### src/rtl/einj_pkg.sv
package einj_pkg;

    typedef enum logic [1:0] {
        TM_COUNT = 2'd0,
        TM_PC    = 2'd1,
        TM_LDST  = 2'd2,
        TM_OFF   = 2'd3
    } trig_mode_e;

    typedef enum logic [1:0] {
        S_IDLE    = 2'd0,
        S_SCAN    = 2'd1,
        S_ARMED   = 2'd2,
        S_PENDING = 2'd3
    } seq_state_e;

endpackage

### src/rtl/einj_icount.sv
module einj_icount #(
    parameter int CNT_W = 32
) (
    input  logic             clk,
    input  logic             rst_n,
    input  logic             inc,
    output logic [CNT_W-1:0] cnt
);

    always_ff @(posedge clk) begin
        if (!rst_n) begin
            cnt <= '0;
        end else if (inc) begin
            cnt <= cnt + CNT_W'(1);
        end
    end

    AST_CNT_STEP: assert property (@(posedge clk) disable iff (!rst_n)
        inc |=> cnt == $past(cnt) + CNT_W'(1));

endmodule

### src/rtl/einj_evt_table.sv
module einj_evt_table #(
    parameter int N      = 8,
    parameter int IDX_W  = 3,
    parameter int CNT_W  = 32,
    parameter int PC_W   = 32,
    parameter int ERR_W  = 6,
    parameter int PRIV_W = 2,
    parameter int TL_W   = 3
) (
    input  logic              clk,
    input  logic              rst_n,
    input  logic              wr_en,
    input  logic [IDX_W-1:0]  wr_idx,
    input  logic              wr_valid,
    input  logic              wr_persist,
    input  logic [1:0]        wr_mode,
    input  logic [CNT_W-1:0]  wr_target,
    input  logic [PC_W-1:0]   wr_pc,
    input  logic [ERR_W-1:0]  wr_err,
    input  logic [PRIV_W-1:0] wr_min_priv,
    input  logic [TL_W-1:0]   wr_max_tl,
    input  logic [IDX_W-1:0]  rd_idx,
    output logic              rd_valid,
    output logic              rd_persist,
    output logic [1:0]        rd_mode,
    output logic [CNT_W-1:0]  rd_target,
    output logic [PC_W-1:0]   rd_pc,
    output logic [ERR_W-1:0]  rd_err,
    output logic [PRIV_W-1:0] rd_min_priv,
    output logic [TL_W-1:0]   rd_max_tl
);

    typedef struct packed {
        logic              valid;
        logic              persist;
        logic [1:0]        mode;
        logic [CNT_W-1:0]  target;
        logic [PC_W-1:0]   pc;
        logic [ERR_W-1:0]  err;
        logic [PRIV_W-1:0] min_priv;
        logic [TL_W-1:0]   max_tl;
    } entry_t;

    entry_t ent [N];
    entry_t wr_word;
    entry_t rd_word;

    always_comb begin
        wr_word.valid    = wr_valid;
        wr_word.persist  = wr_persist;
        wr_word.mode     = wr_mode;
        wr_word.target   = wr_target;
        wr_word.pc       = wr_pc;
        wr_word.err      = wr_err;
        wr_word.min_priv = wr_min_priv;
        wr_word.max_tl   = wr_max_tl;
    end

    for (genvar g = 0; g < N; g++) begin : g_entry
        entry_t slot_q;
        logic   hit;

        assign hit = wr_en && (wr_idx == IDX_W'(g));

        always_ff @(posedge clk) begin
            if (!rst_n) begin
                slot_q <= '0;
            end else if (hit) begin
                slot_q <= wr_word;
            end
        end

        assign ent[g] = slot_q;
    end

    assign rd_word     = ent[rd_idx];
    assign rd_valid    = rd_word.valid;
    assign rd_persist  = rd_word.persist;
    assign rd_mode     = rd_word.mode;
    assign rd_target   = rd_word.target;
    assign rd_pc       = rd_word.pc;
    assign rd_err      = rd_word.err;
    assign rd_min_priv = rd_word.min_priv;
    assign rd_max_tl   = rd_word.max_tl;

endmodule

### src/rtl/einj_trig_eval.sv
module einj_trig_eval
    import einj_pkg::*;
#(
    parameter int CNT_W  = 32,
    parameter int PC_W   = 32,
    parameter int PRIV_W = 2,
    parameter int TL_W   = 3
) (
    input  logic [1:0]        mode,
    input  logic [CNT_W-1:0]  target,
    input  logic [PC_W-1:0]   match_pc,
    input  logic [PRIV_W-1:0] min_priv,
    input  logic [TL_W-1:0]   max_tl,
    input  logic [CNT_W-1:0]  icnt,
    input  logic              retire_vld,
    input  logic [PC_W-1:0]   retire_pc,
    input  logic              ld_vld,
    input  logic              st_vld,
    input  logic [PRIV_W-1:0] cur_priv,
    input  logic [TL_W-1:0]   cur_tl,
    output logic              fire
);

    logic count_met;
    logic level_ok;
    logic pc_hit;

    always_comb begin
        count_met = (icnt >= target);
        level_ok  = (cur_priv >= min_priv) && (cur_tl <= max_tl);
        pc_hit    = retire_vld && (retire_pc == match_pc);
        unique case (trig_mode_e'(mode))
            TM_COUNT: fire = count_met;
            TM_PC:    fire = count_met && pc_hit && level_ok;
            TM_LDST:  fire = count_met && (ld_vld || st_vld);
            default:  fire = 1'b0;
        endcase
    end

endmodule

### src/rtl/err_inj_sequencer.sv
module err_inj_sequencer
    import einj_pkg::*;
#(
    parameter int N_EVT  = 8,
    parameter int CNT_W  = 32,
    parameter int PC_W   = 32,
    parameter int ERR_W  = 6,
    parameter int PRIV_W = 2,
    parameter int TL_W   = 3,
    parameter int IDX_W  = (N_EVT > 1) ? $clog2(N_EVT) : 1
) (
    input  logic              clk,
    input  logic              rst_n,
    input  logic              cfg_we,
    input  logic [IDX_W-1:0]  cfg_addr,
    input  logic              cfg_valid,
    input  logic              cfg_persist,
    input  logic [1:0]        cfg_mode,
    input  logic [CNT_W-1:0]  cfg_target,
    input  logic [PC_W-1:0]   cfg_pc,
    input  logic [ERR_W-1:0]  cfg_err,
    input  logic [PRIV_W-1:0] cfg_min_priv,
    input  logic [TL_W-1:0]   cfg_max_tl,
    input  logic              arm_start,
    input  logic              retire_vld,
    input  logic [PC_W-1:0]   retire_pc,
    input  logic              ld_vld,
    input  logic              st_vld,
    input  logic [PRIV_W-1:0] cur_priv,
    input  logic [TL_W-1:0]   cur_tl,
    input  logic              trap_taken,
    input  logic              no_trap,
    output logic              inj_pulse,
    output logic [ERR_W-1:0]  inj_err
);

    localparam logic [IDX_W-1:0] LAST_IDX = IDX_W'(N_EVT - 1);

    seq_state_e        state_q, state_d;
    logic [IDX_W-1:0]  ptr_q, ptr_d;
    logic              inflight_q;
    logic              do_inject;
    logic              fire;
    logic              release_ack;

    logic [CNT_W-1:0]  icnt;
    logic              ev_valid;
    logic              ev_persist;
    logic [1:0]        ev_mode;
    logic [CNT_W-1:0]  ev_target;
    logic [PC_W-1:0]   ev_pc;
    logic [ERR_W-1:0]  ev_err;
    logic [PRIV_W-1:0] ev_min_priv;
    logic [TL_W-1:0]   ev_max_tl;

    einj_icount #(.CNT_W(CNT_W)) u_icount (
        .clk   (clk),
        .rst_n (rst_n),
        .inc   (retire_vld),
        .cnt   (icnt)
    );

    einj_evt_table #(
        .N(N_EVT), .IDX_W(IDX_W), .CNT_W(CNT_W), .PC_W(PC_W),
        .ERR_W(ERR_W), .PRIV_W(PRIV_W), .TL_W(TL_W)
    ) u_table (
        .clk         (clk),
        .rst_n       (rst_n),
        .wr_en       (cfg_we),
        .wr_idx      (cfg_addr),
        .wr_valid    (cfg_valid),
        .wr_persist  (cfg_persist),
        .wr_mode     (cfg_mode),
        .wr_target   (cfg_target),
        .wr_pc       (cfg_pc),
        .wr_err      (cfg_err),
        .wr_min_priv (cfg_min_priv),
        .wr_max_tl   (cfg_max_tl),
        .rd_idx      (ptr_q),
        .rd_valid    (ev_valid),
        .rd_persist  (ev_persist),
        .rd_mode     (ev_mode),
        .rd_target   (ev_target),
        .rd_pc       (ev_pc),
        .rd_err      (ev_err),
        .rd_min_priv (ev_min_priv),
        .rd_max_tl   (ev_max_tl)
    );

    einj_trig_eval #(
        .CNT_W(CNT_W), .PC_W(PC_W), .PRIV_W(PRIV_W), .TL_W(TL_W)
    ) u_trig (
        .mode       (ev_mode),
        .target     (ev_target),
        .match_pc   (ev_pc),
        .min_priv   (ev_min_priv),
        .max_tl     (ev_max_tl),
        .icnt       (icnt),
        .retire_vld (retire_vld),
        .retire_pc  (retire_pc),
        .ld_vld     (ld_vld),
        .st_vld     (st_vld),
        .cur_priv   (cur_priv),
        .cur_tl     (cur_tl),
        .fire       (fire)
    );

    assign release_ack = trap_taken || no_trap;

    // Next-state decision
    always_comb begin
        state_d   = state_q;
        ptr_d     = ptr_q;
        do_inject = 1'b0;
        if (arm_start) begin
            state_d = S_SCAN;
            ptr_d   = '0;
        end else begin
            unique case (state_q)
                S_IDLE: begin
                    state_d = S_IDLE;
                end
                S_SCAN: begin
                    if (ev_valid) begin
                        state_d = S_ARMED;
                    end else if (ptr_q == LAST_IDX) begin
                        state_d = S_IDLE;
                    end else begin
                        ptr_d = ptr_q + IDX_W'(1);
                    end
                end
                S_ARMED: begin
                    if (fire) begin
                        if (!inflight_q) begin
                            do_inject = 1'b1;
                        end else begin
                            state_d = S_PENDING;
                        end
                    end
                end
                S_PENDING: begin
                    if (!inflight_q) begin
                        do_inject = 1'b1;
                    end
                end
                default: begin
                    state_d = S_IDLE;
                end
            endcase
            if (do_inject) begin
                if (ev_persist) begin
                    state_d = S_ARMED;
                end else if (ptr_q == LAST_IDX) begin
                    state_d = S_IDLE;
                end else begin
                    state_d = S_SCAN;
                    ptr_d   = ptr_q + IDX_W'(1);
                end
            end
        end
    end

    // State register
    always_ff @(posedge clk) begin
        if (!rst_n) begin
            state_q    <= S_IDLE;
            ptr_q      <= '0;
            inflight_q <= 1'b0;
        end else begin
            state_q <= state_d;
            ptr_q   <= ptr_d;
            if (do_inject) begin
                inflight_q <= 1'b1;
            end else if (release_ack) begin
                inflight_q <= 1'b0;
            end
        end
    end

    // Outputs
    always_ff @(posedge clk) begin
        if (!rst_n) begin
            inj_pulse <= 1'b0;
            inj_err   <= '0;
        end else begin
            inj_pulse <= do_inject;
            if (do_inject) begin
                inj_err <= ev_err;
            end
        end
    end

    AST_ONE_INFLIGHT: assert property (@(posedge clk) disable iff (!rst_n)
        inj_pulse |-> !$past(inflight_q));

    AST_PULSE_SINGLE: assert property (@(posedge clk) disable iff (!rst_n)
        inj_pulse |=> !inj_pulse);

    AST_TAKEN_RELEASE: assert property (@(posedge clk) disable iff (!rst_n)
        (inflight_q && trap_taken) |=> !inflight_q);

    AST_NOTRAP_RELEASE: assert property (@(posedge clk) disable iff (!rst_n)
        (inflight_q && no_trap) |=> !inflight_q);

    AST_PEND_HOLD: assert property (@(posedge clk) disable iff (!rst_n)
        (state_q == S_PENDING && inflight_q) |=> !inj_pulse);

    AST_IDLE_QUIET: assert property (@(posedge clk) disable iff (!rst_n)
        (state_q == S_IDLE) |=> !inj_pulse);

endmodule

### config.mk
export PLATFORM = sky130hd
export DESIGN_NAME = err_inj_sequencer
export DESIGN_NICKNAME = d
export VERILOG_FILES = /design/src/rtl/einj_pkg.sv /design/src/rtl/einj_icount.sv /design/src/rtl/einj_evt_table.sv /design/src/rtl/einj_trig_eval.sv /design/src/rtl/err_inj_sequencer.sv
export SDC_FILE = /design/constraint.sdc
export NUM_CORES = 2
export LEC_CHECK = 0
export ABC_AREA = 1
export CORE_ASPECT_RATIO = 2
export CORE_MARGIN = 2
export CORE_UTILIZATION = 61
export DETAILED_ROUTE_END_ITERATION = 7
export PLACE_DENSITY_LB_ADDON = 0.1
export REMOVE_ABC_BUFFERS = 1
export SYNTH_ARGS = -nofsm -noshare
export SYNTH_HDL_FRONTEND = slang
export SYNTH_SLANG_ARGS = --single-unit
### constraint.sdc
create_clock -name clk -period 4.45 [get_ports clk]
set_clock_uncertainty 0.05 [all_clocks]
set_input_delay 0.445 -clock clk [delete_from_list [all_inputs] [get_ports clk]]
set_output_delay 0.445 -clock clk [all_outputs]
set_load 0.1 [all_outputs]
Yosys cells after proc, flatten, opt, wreduce, memory -nomap -nowiden
Cells that the tools add are included.
{"block": "word_totals", "inputBits": 128, "register_bits": 677}
{"block": "op_classes", "bitwise_logic": 2, "eq_ne": 20, "reduce_logical": 24, "magnitude_cmp": 4, "n_mux": 26, "add_sub_neg": 2}
{"op": "$bmux W79 S3", "count": 1}
{"op": "$mux W79", "count": 2}
{"op": "$add A32 B1 Y32 const B", "count": 1}
{"op": "$eq A32 B32 Y1", "count": 1}
{"op": "$ge A32 B32 Y1", "count": 1}
{"op": "$mux W3", "count": 6}
{"op": "$eq A3 B3 Y1 const B", "count": 5}
{"op": "$logic_and A1 B1 Y1", "count": 13}
{"op": "$mux W2", "count": 6}
{"op": "$mux W1", "count": 8}
{"op": "$ne A4 B4 Y1 const B", "count": 2}
{"op": "$reduce_and A4 Y1", "count": 2}
{"op": "$eq A2 B2 Y1 const B", "count": 3}
{"op": "$eq A3 B2 Y1 const B", "count": 2}
{"op": "$ne A3 B3 Y1 const B", "count": 2}
{"op": "$pmux W2 S3", "count": 1}
{"op": "$ne A5 B4 Y1 const B", "count": 1}
{"op": "$reduce_bool A5 Y1", "count": 1}
{"op": "$eq A2 B1 Y1 const B", "count": 2}
{"op": "$ge A4 B4 Y1 const B", "count": 1}
{"op": "$logic_not A2 Y1", "count": 2}
{"op": "$ne A4 B3 Y1 const B", "count": 1}
{"op": "$not A3 Y4", "count": 1}
{"op": "$reduce_bool A4 Y1", "count": 1}
{"op": "11 further kinds", "count": 12}

Depth between registers and ports, before layout
{"block": "logic_depth", "ltp_word": 14, "mapped_depth": 29, "mapped_depth_nobuf": 26}

By module
Synthesis repeated with hierarchy kept, for this count alone.
{"block": "unflattened", "cells_unflattened": 5552, "area_unflattened_um2": 34239.1}
{"module": "einj_evt_table", "cells_per_inst": 4852, "seq_area_each_um2": 12652.1, "area_each_um2": 30045.1, "n_inst": 1}
{"module": "einj_icount", "cells_per_inst": 260, "seq_area_each_um2": 640.6, "area_each_um2": 1750.4, "n_inst": 1}
{"module": "einj_trig_eval", "cells_per_inst": 327, "seq_area_each_um2": 0.0, "area_each_um2": 1657.8, "n_inst": 1}
{"module": "err_inj_sequencer", "cells_per_inst": 113, "seq_area_each_um2": 260.2, "area_each_um2": 785.8, "n_inst": 1}

Worst setup path before layout
Ideal clock, no wire load.
{"block": "synth_path", "path_type": "register to register", "startpoint": "reg ptr_q[0]", "endpoint": "reg inj_err[0]", "path_buffers": 6, "setup_ns": 0.132, "synth_period_minus_slack_ns": 3.674, "path_slack_ns": 0.776, "arrival_time_ns": 3.491, "stages_incl_launch_ff": 27, "cell_sequence": "dfxtp_1 > buf_4 > buf_2 > clkbuf_1 > clkbuf_1 > buf_1 > nor2_1 > o221ai_1 > o21ai_0 > ha_1 > a21oi_1 > o21ai_0 > nand2_1 > nand2_1 > nor2_1 > nand3_1 > nor2_1 > nand2_1 > nor2_1 > nand3_1 > nand2_1 > nand3_1 > nand2_2 > buf_6 > nand2_2 > nand2_1 > a21oi_1"}
{"block": "synth_between", "elab_chain_len": 13, "word_cells_on_any_way": 21, "classes_between": "3 x order compare; 3 x eq/ne; 8 x mux; 1 x bitwise; 6 x reduce/logical"}
{"item": "start, declared", "line": "err_inj_sequencer.sv:40", "rtl": "logic [IDX_W-1:0] ptr_q, ptr_d;"}
{"item": "start signal, assigned", "line": "err_inj_sequencer.sv:171", "rtl": "ptr_q <= ptr_d;"}
{"item": "$not A3 Y4 (implied by the code) *", "line": "einj_evt_table.sv:76", "rtl": "assign rd_word = ent[rd_idx];"}
{"item": "$bmux W79 S3 *", "line": "einj_evt_table.sv:76"}
{"item": "$mux W79 (implied by the code) * (2 in series)", "line": "einj_evt_table.sv:76"}
{"item": "parallel branches: the longest is 9 deep, another holds $ge A32 B32 Y1"}
{"item": "end signal, assigned", "line": "err_inj_sequencer.sv:188", "rtl": "inj_err <= ev_err;"}
{"item": "end, declared", "line": "err_inj_sequencer.sv:34", "rtl": "output logic [ERR_W-1:0] inj_err"}
Mark *: on every way between the ends. The select of a mux whose other input is x is not followed.
A chain may end at the register's enable or synchronous reset.

Worst setup path in the final report
{"block": "layout_path", "startpoint": "reg ptr_q[1]", "endpoint": "reg state_q[1]"}
{"block": "layout_between", "elab_chain_len": 14, "word_cells_on_any_way": 30, "classes_between": "3 x order compare; 7 x eq/ne; 11 x mux; 1 x bitwise; 8 x reduce/logical"}
{"item": "parallel branches: the longest is 14 deep, another holds $ge A32 B32 Y1"}
{"item": "end signal, assigned", "line": "err_inj_sequencer.sv:170", "rtl": "state_q <= state_d;"}
{"item": "end, declared", "line": "err_inj_sequencer.sv:39", "rtl": "seq_state_e state_q, state_d;"}
Parallel ways; which one is timed is not known. The select of a mux whose other input is x is not followed.

==> results.md <==
- Run status: finished clean
- CP Launch Type: register
- # IOs: 135
- Class of the worst hold path: input port to register
- Drt pass-1 iters: 6
- Grt total ovfl: 0
- Top cells by area, synth: dfxtp_1 44%, nor2_1 16%, o21ai_0 15%
- Area occupied by multi-input gates: 14800 um^2
- # DRC: 0
- Max_cap viols: 0
- Ys async rst share: 0%
- Sequential Area: 13600 um^2
- Synth Register Bits: 677
- DP HPWL: 54700 um
- Power consumption: 13.4 mW
- FMAX: 0.255 GHz
- Crit share post-route: 88.0%
- CP startpoint: ptr_q[1]$_SDFF_PP0_
- Synth area leader: dfxtp_1
- Top Family by Delay on Critical Path: simple AND/OR/NAND/NOR gates
- Vias/cell: 5.99
- Reg-to-reg startpoint: ptr_q[1]$_SDFF_PP0_
- H-tree lvl count: 2
- WL final: 98100 um
- Fin. max-slew vios: 0
- Min Tclk post-route: 3.92 ns
- IO Port Bufs: 134
- Hold Violations, Final: 0
- Primary FF master, synth: dfxtp_1
- Post-route ant nets: 0
- Yosys warnings: 0
- Core ar.: 49900 um^2
- Largest net degree at the start of global routing: 214
- Final GP Congestion: 0.953
- Die width: 163 um
- Synth top area share: 44.1%
- RSZ-0062 raised after global routing: no
- Setup TNS: 0 ns
- Fill cells: 4423
- Worst-path cell chain: buf_6 > o21ai_0 > o221ai_1 > o21ai_0 > ha_1 > nand2_1 > nor2_1 > nand2_1 > nor4_1 > nand4_1 > nand3_1 > nand2_1 > inv_1 > nand3_1 > nand2_2 > nand2_1 > nand2_1 > nand3_1 > nand2_1 > nor2_1
- VDD IR max: 0.359 mV
- Hold buffer count at cts: 0
- Critical Path AT: 4.39 ns
- Synth Instances: 4507
- Sequential share of the synthesized area: 44.1%
- Max stage delay on crit path: 0.57 ns
- Clock sink total: 677
- WP buf/inv: 2
- Die Height: 321 um
- WP data required: 4.92 ns
- Worst reg2reg path depth: 20
- Reg clk slew, reported paths: 0.07 ns
- Routed len/inst: 19.4 um
- Setup crit end kind: register
- Worst Path Max Fanout: 43
- Share of cells above drive strength 1: 3.92%
- CTS tree: yes
- Initial DRC count: 3297
- First-pass GRT wire length: 153000 um
- Mean Syn Cell Area: 6.82 um^2
- Slowest-stage cell, CP: dfxtp_4
- Crit. path cell count: 20
- Initial core utilization: 61.5%
- Syn Std Cell Area: 30700 um^2
- Worst r2r dst: state_q[1]$_SDFFE_PP0P_
- Slew at the pin with the worst max-slew slack: 1.16 ns
- Most frequent cells in the layout: 1316 x nor2_1, 902 x o21ai_0, 674 x dfxtp_1, 395 x nand2_1, 197 x inv_1
- R2R Setup Slk: 0.53 ns
- Netlist cell types: 38
- Total CTS buffers: 57
- Crit Path Class: register to register
- Final #Nets: 4544
- Clk buf depth: 3
- Most common cell on crit path: nand2_1
- Setup Viol. Count Final: 0
- Gr usage total: 36.7%
- Number of synthesized flops with an enable pin: 0
- Number of antenna violations at the first check in global routing: 2
- Synthesis-to-finish area growth: 10.3%
- Row cnt: 116
- Normalized max-slew margin: 22.7%
- Vias in the first global route: 28.7k
- Total die area: 52300 um^2
- Most common cell after layout, fill and taps aside: nor2_1
- Vias post-DR: 30.4k
- Leakage power: 14.2 nW
- PD cells: 394 nW/um^2
- Crit path capture: state_q[1]$_SDFFE_PP0P_
- Worst-Skew Late Latency: 0.63 ns
- CTS Root Cell: clkbuf_16
## per-layer routing
layer / share of wire, % / track usage [%] / vias up
li1: - / - / 14500
met1: 38 / 42.5 / 14200
met2: 49 / 64.1 / 1381
met3: 7.2 / 4.33 / 345
met4: 6.1 / 22.6 / 2
met5: 0.016 / 0 / -
## per-stage QoR
step	util [%]	area (um^2)	hold slack, ns	cells	setup WS (ns)
after floorplan	-	29100	0.374	4123	-9.07
after global placement	63.9	31900	0.385	4962	0.532
after detailed placement	63.9	31900	0.391	4962	0.475
after CTS	67.8	33900	0.286	5064	0.475
after global routing	67.9	33900	0.346	5066	0.0790
final	67.9	33900	0.296	5068	0.532
## kinds of logic after synthesis
| logic type | Yosys count | share of synthesized area [%] |
|---|---|---|
| AOI/OAI and AO/OA | 1217 | 20.8 |
| xor gates and xnor gates | 12 | 0.342 |
| adders and majority gates | 43 | 1.75 |
| buffers and inverters | 594 | 7.82 |
| DFF | 677 | 44.1 |
| and+or+nand+nor | 1964 | 25.2 |
## registers in the layout, indices dropped and copies added (netlist names)
signal        flops
u_icount.cnt     32
u_table.ent     632
inj_pulse         1
inj_err           6
state_q           2
ptr_q             3
inflight_q        1
## synth_stat cells, types with 2 or more instances
cell type  count
nand3_1      184
nand2_2        2
o22ai_1       44
inv_1        202
clkbuf_1     278
buf_1         13
buf_2         24
a31oi_1        4
nand3b_1      19
o211ai_1      24
xnor2_1        4
buf_4         18
a21oi_1      192
o21ai_0      902
nor2_1      1324
o221ai_1      35
xor2_1         8
nor3_1        25
o21ai_1        5
clkbuf_2      49
nor4_1         6
dfxtp_1      677
nand2_1      395
buf_6          2
ha_1          43
inv_2          7
a211oi_1       2
nand4_1        7
a221oi_1       3
## power by group
group	switching [mW]	internal, mW	total, mW
logic	1.13	0.545	1.67
registers	0.111	6.26	6.37
clock network	2.32	2.99	5.31
total	3.56	9.80	13.4
## layout make-up
class,count,share of cell area [%]
diodes,3,0.0221
clock buffers,83,4.91
clock inverters,19,0.842
inverters,210,2.44
multi-input cells,3236,43.7
flip-flops and latches,677,40.0
well taps,649,2.40
repair buffers,191,5.64
## worst min path at each step
stage                                        from                       endpoint  slack [ns]  depth (start not counted)
finish                                      rst_n  u_table.ent[543]$_SDFFE_PN0P_        0.30                          3
global route                                rst_n  u_icount.cnt[28]$_SDFFE_PN0P_        0.35                          3
CTS                                         rst_n  u_table.ent[385]$_SDFFE_PN0P_        0.29                          3
detailed placement  u_table.ent[589]$_SDFFE_PN0P_  u_table.ent[589]$_SDFFE_PN0P_        0.39                          2
global placement    u_table.ent[157]$_SDFFE_PN0P_  u_table.ent[157]$_SDFFE_PN0P_        0.38                          2
floorplan           u_table.ent[242]$_SDFFE_PN0P_  u_table.ent[242]$_SDFFE_PN0P_        0.37                          2
## worst register-to-register path, cell delays in order (launching register included)
cell and delay (ns):
dfxtp_4 0.57, buf_6 0.37, o21ai_0 0.22, o221ai_1 0.18, o21ai_0 0.13, ha_1 0.34
nand2_1 0.06, nor2_1 0.23, nand2_1 0.16, nor4_1 0.28, nand4_1 0.13, nand3_1 0.17
nand2_1 0.07, inv_1 0.07, nand3_1 0.11, nand2_2 0.23, nand2_1 0.16, nand2_1 0.11
nand3_1 0.08, nand2_1 0.07, nor2_1 0.04
## what timing repair did
| item | 4_1_cts | 5_1_grt |
|---|---|---|
| hold endpoints to repair | 0 | 0 |
| resized for setup | 0 | 3 |
| setup endpoints to repair | 0 | 2 |
| setup buffers | 0 | 1 |
Note: power is estimated with default switching activity, not from simulation.
